$ cat config.mk
export PLATFORM = sky130hd
export DESIGN_NAME = cxu_handshake
export DESIGN_NICKNAME = d
export VERILOG_FILES = /design/src/rtl/cxu_pkg.sv /design/src/rtl/cxu_decode.sv /design/src/rtl/cxu_datapath.sv /design/src/rtl/cxu_ctrl.sv /design/src/rtl/cxu_handshake.sv
export SDC_FILE = /design/constraint.sdc
export NUM_CORES = 2
export LEC_CHECK = 0
export BUFFER_PORTS_ARGS = -buffer_cell sky130_fd_sc_hd__buf_2
export CAP_MARGIN = 30
export CORE_MARGIN = 2
export CORE_UTILIZATION = 50
export DETAILED_ROUTE_END_ITERATION = 10
export GPL_ROUTABILITY_DRIVEN = 0
export PLACE_DENSITY = 0.67
export SLEW_MARGIN = 5
export SYNTH_ARGS = -nofsm -noshare
export SYNTH_HDL_FRONTEND = slang
export SYNTH_SLANG_ARGS = --single-unit
$ cat constraint.sdc
create_clock -name clk -period 10.4 [get_ports clk]
set_input_delay 0.52 -clock clk [delete_from_list [all_inputs] [get_ports clk]]
set_output_delay 0.52 -clock clk [all_outputs]
set_load 0.01 [all_outputs]
$ cat src/rtl/cxu_pkg.sv
package cxu_pkg;

    typedef enum logic [1:0] {
        ST_IDLE = 2'd0,
        ST_EXEC = 2'd1,
        ST_HOLD = 2'd2
    } cxu_state_e;

    typedef enum logic [1:0] {
        FN_MUL = 2'd0,
        FN_ADD = 2'd1,
        FN_SUB = 2'd2,
        FN_XOR = 2'd3
    } cxu_fn_e;

endpackage

$ cat src/rtl/cxu_decode.sv
module cxu_decode #(
    parameter int              INSN_W = 32,
    parameter int              OPC_W  = 6,
    parameter logic [OPC_W-1:0] OPCODE = 6'h1C
) (
    input  logic              insn_valid_i,
    input  logic [INSN_W-1:0] insn_i,
    output logic              owned_o,
    output cxu_pkg::cxu_fn_e  fn_o
);
    localparam int OPC_LSB = INSN_W - OPC_W;

    assign owned_o = insn_valid_i && (insn_i[INSN_W-1:OPC_LSB] == OPCODE);
    assign fn_o    = cxu_pkg::cxu_fn_e'(insn_i[1:0]);
endmodule

$ cat src/rtl/cxu_datapath.sv
module cxu_datapath #(
    parameter int DATA_W     = 32,
    parameter bit WAIT_VALID = 1'b0
) (
    input  logic              clk,
    input  logic              rst_n,
    input  logic              accept_i,
    input  cxu_pkg::cxu_fn_e  fn_i,
    input  logic              acq_i,
    input  logic              opnd_ok_i,
    input  logic [DATA_W-1:0] src_a_i,
    input  logic [DATA_W-1:0] src_b_i,
    output logic [DATA_W-1:0] res_o
);
    import cxu_pkg::*;

    typedef struct packed {
        cxu_fn_e           fn;
        logic [DATA_W-1:0] a;
        logic [DATA_W-1:0] b;
    } dp_regs_t;

    localparam int PROD_W = 2 * DATA_W;

    dp_regs_t    dp_d, dp_q;
    logic        load;
    logic [PROD_W-1:0] prod;

    generate
        if (WAIT_VALID) begin : g_lowpower
            assign load = acq_i && opnd_ok_i;
        end else begin : g_eager
            assign load = acq_i;
        end
    endgenerate

    always_comb begin
        dp_d = dp_q;
        if (!rst_n) begin
            dp_d = '{fn: FN_MUL, a: '0, b: '0};
        end else begin
            if (accept_i) dp_d.fn = fn_i;
            if (load) begin
                dp_d.a = src_a_i;
                dp_d.b = src_b_i;
            end
        end
    end

    always_ff @(posedge clk) begin
        dp_q <= dp_d;
    end

    assign prod = PROD_W'(dp_q.a) * PROD_W'(dp_q.b);

    always_comb begin
        unique case (dp_q.fn)
            FN_MUL:  res_o = prod[DATA_W-1:0];
            FN_ADD:  res_o = dp_q.a + dp_q.b;
            FN_SUB:  res_o = dp_q.a - dp_q.b;
            default: res_o = dp_q.a ^ dp_q.b;
        endcase
    end
endmodule

$ cat src/rtl/cxu_ctrl.sv
module cxu_ctrl #(
    parameter int LATENCY = 4
) (
    input  logic clk,
    input  logic rst_n,
    input  logic owned_i,
    input  logic opnd_vld_n_i,
    input  logic core_stalled_i,
    input  logic kill_i,
    output logic claim_o,
    output logic stall_o,
    output logic drive_o,
    output logic accept_o,
    output logic acq_o
);
    import cxu_pkg::*;

    localparam int CNT_W = (LATENCY > 2) ? $clog2(LATENCY) : 1;
    localparam logic [CNT_W-1:0] CNT_INIT = CNT_W'(LATENCY - 2);

    typedef struct packed {
        cxu_state_e       st;
        logic             opnd_ok;
        logic [CNT_W-1:0] cnt;
    } ctrl_regs_t;

    localparam ctrl_regs_t CTRL_RST = '{st: ST_IDLE, opnd_ok: 1'b0, cnt: '0};

    ctrl_regs_t ctl_d, ctl_q;
    logic       opnd_vld;

    assign opnd_vld = !opnd_vld_n_i;

    always_comb begin
        ctl_d    = ctl_q;
        claim_o  = 1'b0;
        stall_o  = 1'b0;
        drive_o  = 1'b0;
        accept_o = 1'b0;
        acq_o    = 1'b0;
        if (!rst_n) begin
            ctl_d = CTRL_RST;
        end else begin
            unique case (ctl_q.st)
                ST_IDLE: begin
                    if (owned_i) begin
                        claim_o = 1'b1;
                        if (!kill_i) begin
                            stall_o       = 1'b1;
                            accept_o      = 1'b1;
                            acq_o         = 1'b1;
                            ctl_d.st      = ST_EXEC;
                            ctl_d.opnd_ok = opnd_vld;
                            ctl_d.cnt     = CNT_INIT;
                        end
                    end
                end
                ST_EXEC: begin
                    claim_o = 1'b1;
                    if (kill_i) begin
                        ctl_d = CTRL_RST;
                    end else if (!ctl_q.opnd_ok) begin
                        stall_o = 1'b1;
                        acq_o   = 1'b1;
                        if (opnd_vld) begin
                            ctl_d.opnd_ok = 1'b1;
                            ctl_d.cnt     = CNT_INIT;
                        end
                    end else if (ctl_q.cnt == '0) begin
                        drive_o       = 1'b1;
                        ctl_d.opnd_ok = 1'b0;
                        ctl_d.st      = core_stalled_i ? ST_HOLD : ST_IDLE;
                    end else begin
                        stall_o   = 1'b1;
                        ctl_d.cnt = ctl_q.cnt - 1'b1;
                    end
                end
                ST_HOLD: begin
                    claim_o = 1'b1;
                    if (kill_i) begin
                        ctl_d = CTRL_RST;
                    end else begin
                        drive_o = 1'b1;
                        if (!core_stalled_i) ctl_d.st = ST_IDLE;
                    end
                end
                default: ctl_d = CTRL_RST;
            endcase
        end
    end

    always_ff @(posedge clk) begin
        ctl_q <= ctl_d;
    end
endmodule

$ cat src/rtl/cxu_handshake.sv
module cxu_handshake #(
    parameter int               DATA_W     = 32,
    parameter int               INSN_W     = 32,
    parameter int               OPC_W      = 6,
    parameter logic [OPC_W-1:0] OPCODE     = 6'h1C,
    parameter int               LATENCY    = 4,
    parameter bit               WAIT_VALID = 1'b0
) (
    input  logic              clk,
    input  logic              rst_n,
    input  logic              insn_valid_i,
    input  logic [INSN_W-1:0] insn_i,
    input  logic [DATA_W-1:0] src_a_i,
    input  logic [DATA_W-1:0] src_b_i,
    input  logic              opnd_vld_n_i,
    input  logic              core_stalled_i,
    input  logic              kill_i,
    output logic              claim_o,
    output logic              stall_o,
    output logic [DATA_W-1:0] result_o,
    output logic              result_vld_o
);
    logic             owned;
    cxu_pkg::cxu_fn_e fn;
    logic             drive;
    logic             accept;
    logic             acq;
    logic [DATA_W-1:0] res;

    cxu_decode #(
        .INSN_W (INSN_W),
        .OPC_W  (OPC_W),
        .OPCODE (OPCODE)
    ) u_decode (
        .insn_valid_i (insn_valid_i),
        .insn_i       (insn_i),
        .owned_o      (owned),
        .fn_o         (fn)
    );

    cxu_ctrl #(
        .LATENCY (LATENCY)
    ) u_ctrl (
        .clk            (clk),
        .rst_n          (rst_n),
        .owned_i        (owned),
        .opnd_vld_n_i   (opnd_vld_n_i),
        .core_stalled_i (core_stalled_i),
        .kill_i         (kill_i),
        .claim_o        (claim_o),
        .stall_o        (stall_o),
        .drive_o        (drive),
        .accept_o       (accept),
        .acq_o          (acq)
    );

    cxu_datapath #(
        .DATA_W     (DATA_W),
        .WAIT_VALID (WAIT_VALID)
    ) u_datapath (
        .clk       (clk),
        .rst_n     (rst_n),
        .accept_i  (accept),
        .fn_i      (fn),
        .acq_i     (acq),
        .opnd_ok_i (!opnd_vld_n_i),
        .src_a_i   (src_a_i),
        .src_b_i   (src_b_i),
        .res_o     (res)
    );

    assign result_vld_o = drive;
    assign result_o     = drive ? res : '0;
endmodule

==> results_dict.tcl <==
set metrics [dict create \
    outcome "finished clean" \
    arrival_ns 8.54 \
    die_w_um 212.4 \
    cp.required_ns 9.88 \
    cap_violations 0 \
    synth_xor_xnor_area_share_pct 5.904 \
    cts_buffer_depth 2 \
    post-route-period-util_pct 87.15 \
    leakagePower_nw 11.22 \
    die_y_um 212.4 \
    yosys.cell_types.count 72 \
    dr.max_layer_used "met5" \
    power_per_cell_area_nw_per_um2 35.19 \
    synth_flop_cell "dfxtp_1" \
    num_rows 76 \
    syn_avg_cell_area_sq_um 8.475 \
    end_kind "primary output" \
    clock-sinks 71 \
    clkLatencyLatePin_ns 0.35 \
    vias 18050 \
    cp-start-kind "flip-flop" \
    synth_top_family_by_area "adder cells" \
    cts_root_buffer "clkbuf_16" \
    route.met3.wl_um 5663 \
    synth-seq-cells 71 \
    cts_tree "done" \
    fill_cells 4068 \
    io_buffers 112 \
    fin_cells 3175 \
    syn_inst 2563 \
    worst_slack_ns 1.337 \
    timing.final.hold_violations 0 \
    ant_nets 0 \
    grt_pass1_vias 19040 \
    rsz0062_at_grt "no" \
    hp-class "input pin to flip-flop" \
    yosys_warnings 0 \
    postCtsSetupBuffers 0 \
    slew_viol_final 0 \
    drive_gt1_share_pct 7.799 \
    setup_tns_ns 0 \
    antenna_found_initial 2 \
    fin_worst_hold_slack_ns 0.3673 \
    ys_async_sr_fraction_pct 0 \
    synthMuxAreaShare_pct 0.2880 \
    synth_compound_gate_area_share_pct 9.660 \
    peakVddDrop_v 0.00009008 \
    path_max_fanout 15 \
    dp.cells 3159 \
    grt_max_degree 80 \
    start_util_pct 50.54 \
    worst_slew_pin_slew_ns 1.029 \
    core-area_sq_um 42980 \
    wl_um 66260 \
    fin_skew_ns 0.009363 \
    maxSlewHeadroom_pct 31.32 \
    die_area_sq_um 45120 \
    drtIter0Drc 1484 \
    route.met2.wl_um 30120 \
    finalSetupViolations 0 \
    fin_nets 3276 \
    numCtsBuffers 9 \
    avgViaCountPerCell 5.686 \
    overflow 0 \
    path_class "flip-flop to primary output" \
    timing.fmax_mhz 110.3 \
    syn_area_sq_um 21720 \
    synth_enable_flop_cells 0 \
    path_clk_slew_ns 0.07 \
    yosys.area_share.adder_pct 48.01 \
    yosysSeqAreaShare_pct 6.544 \
    cts.htree.levels 3 \
    syn_nets 3253 \
    drc 0 \
    drt_pass1_iterations 6 \
    synthSimpleGateAreaFrac_pct 19.66 \
    pre_cts_ws_ns 1.824 \
    period_needed_ns 9.063 \
    wirelength_met1_um 27520 \
    dp_hpwl_um 52560 \
    area.growth.synth_to_final_pct 6.907 \
    io_pins 137 \
    num_antenna_cells 0 \
    wl_per_cell_um 20.87 \
    cts_resized 0 \
    track_usage_pct 30.82 \
    p_total_mw 0.8172 \
    grt_pass1_wl_um 106000 \
    cts_hold_repair.buffers 0 \
]
-- critical path, cell delays in order (launching register included) --
cell and delay, ns:
dfxtp_1 0.84, buf_4 0.39, and2_1 0.18, fa_1 0.44
fa_1 0.49, fa_1 0.52, inv_1 0.05, fa_1 0.48
inv_1 0.05, fa_1 0.46, ha_1 0.30, fa_1 0.52
fa_1 0.45, ha_1 0.37, and3_1 0.24, and4_1 0.25
o211ai_1 0.12, o2bb2ai_1 0.12, o31ai_1 0.51, o21ai_0 0.29
o2111a_1 0.29, a211oi_1 0.45, a221oi_1 0.18, buf_2 0.18
-- cell families (layout without fill, tap and decap cells) --
group | Yosys count | count (layout)
fa+ha+maj | 588 | 588
flops | 71 | 71
simple gates | 855 | 855
xor+xnor | 144 | 144
mux | 6 | 6
buf+inv | 572 | 599
compound gates | 327 | 327
-- final cells by class --
type                       count  area, sq um  area share, %
inverter                     416         1562          6.725
tap                          585        732.0          3.152
clock inverter                 5        107.6         0.4634
multi-input combinational   1920        18160          78.19
clock buffer                  10        229.0         0.9860
timing repair buffer         168         1013          4.364
sequential                    71         1421          6.121
-- layout by cell type (no fill, tap or decap), types with 18 or more instances in the layout --
master / Yosys / layout
and2_1: 294 / 294
nand2_1: 373 / 373
a221oi_1: 19 / 19
a21oi_1: 69 / 69
a21o_1: 23 / 23
xor2_1: 28 / 28
xnor2_1: 114 / 114
buf_4: 0 / 53
buf_2: 2 / 112
ha_1: 179 / 178
dfxtp_1: 71 / 71
nor3_1: 23 / 23
fa_1: 409 / 409
o21ai_0: 101 / 101
inv_1: 415 / 415
nor2b_1: 18 / 18
nor2_1: 71 / 71
-- final timing paths --
kind,slack (ns),from,cells after the start,end
min reg2reg,0.46,u_datapath.dp_q[11]$_SDFFE_PN0P_,2,u_datapath.dp_q[11]$_SDFFE_PN0P_
max reg2reg,8.16,u_ctrl.ctl_q[3]$_SDFFE_PN0P_,7,u_datapath.dp_q[17]$_SDFFE_PN0P_
max,1.34,u_datapath.dp_q[7]$_SDFFE_PN0P_,23,result_o[30]
min,0.37,src_a_i[4],3,u_datapath.dp_q[36]$_SDFFE_PN0P_
-- where the power goes --
group          total [mW]  leakage [nW]  switching, mW  internal (mW)
logic               0.166          10.5         0.0941         0.0715
registers           0.277         0.572        0.00432          0.273
clock network       0.375         0.163          0.140          0.235
total               0.817          11.2          0.238          0.579
-- metrics by stage --
| step | util, % | instance area (sq um) |
|---|---|---|
| global placement | 53.11 | 22830 |
| CTS | 54.00 | 23210 |
| detailed placement | 53.21 | 22870 |
| global route | 54.03 | 23220 |
| finish | 54.03 | 23220 |
| floorplan | - | 21720 |
-- synth_stat cells (all sizes together), types with 12 or more instances --
cell type / instances / area, sq um
a221oi: 19 / 166.4
clkbuf: 145 / 545.5
nand2: 373 / 1400
fa: 409 / 8188
a21o: 23 / 172.7
nand3: 12 / 60.06
a21oi: 69 / 345.3
and2: 294 / 1839
nor3: 25 / 141.4
xnor2: 114 / 998.5
nor2b: 18 / 112.6
inv: 415 / 1558
a31oi: 14 / 87.58
a211oi: 15 / 112.6
dfxtp: 71 / 1421
xor2: 29 / 261.5
o21ai: 101 / 505.5
nor2: 71 / 266.5
or3: 12 / 75.07
ha: 179 / 2240
-- sequential cells by signal, indices dropped and copies added, names as in the netlist --
signal	cells
u_ctrl.ctl_q	5
u_datapath.dp_q	66
-- routing by layer --
| metal | vias to the layer above | track usage [%] |
|---|---|---|
| met5 | - | 0 |
| met4 | 2 | 11.53 |
| met3 | 170 | 5.022 |
| met2 | 845 | 49.72 |
| met1 | 9067 | 41.87 |
| li1 | 7970 | - |
Note: power is estimated with default switching activity, not from simulation.
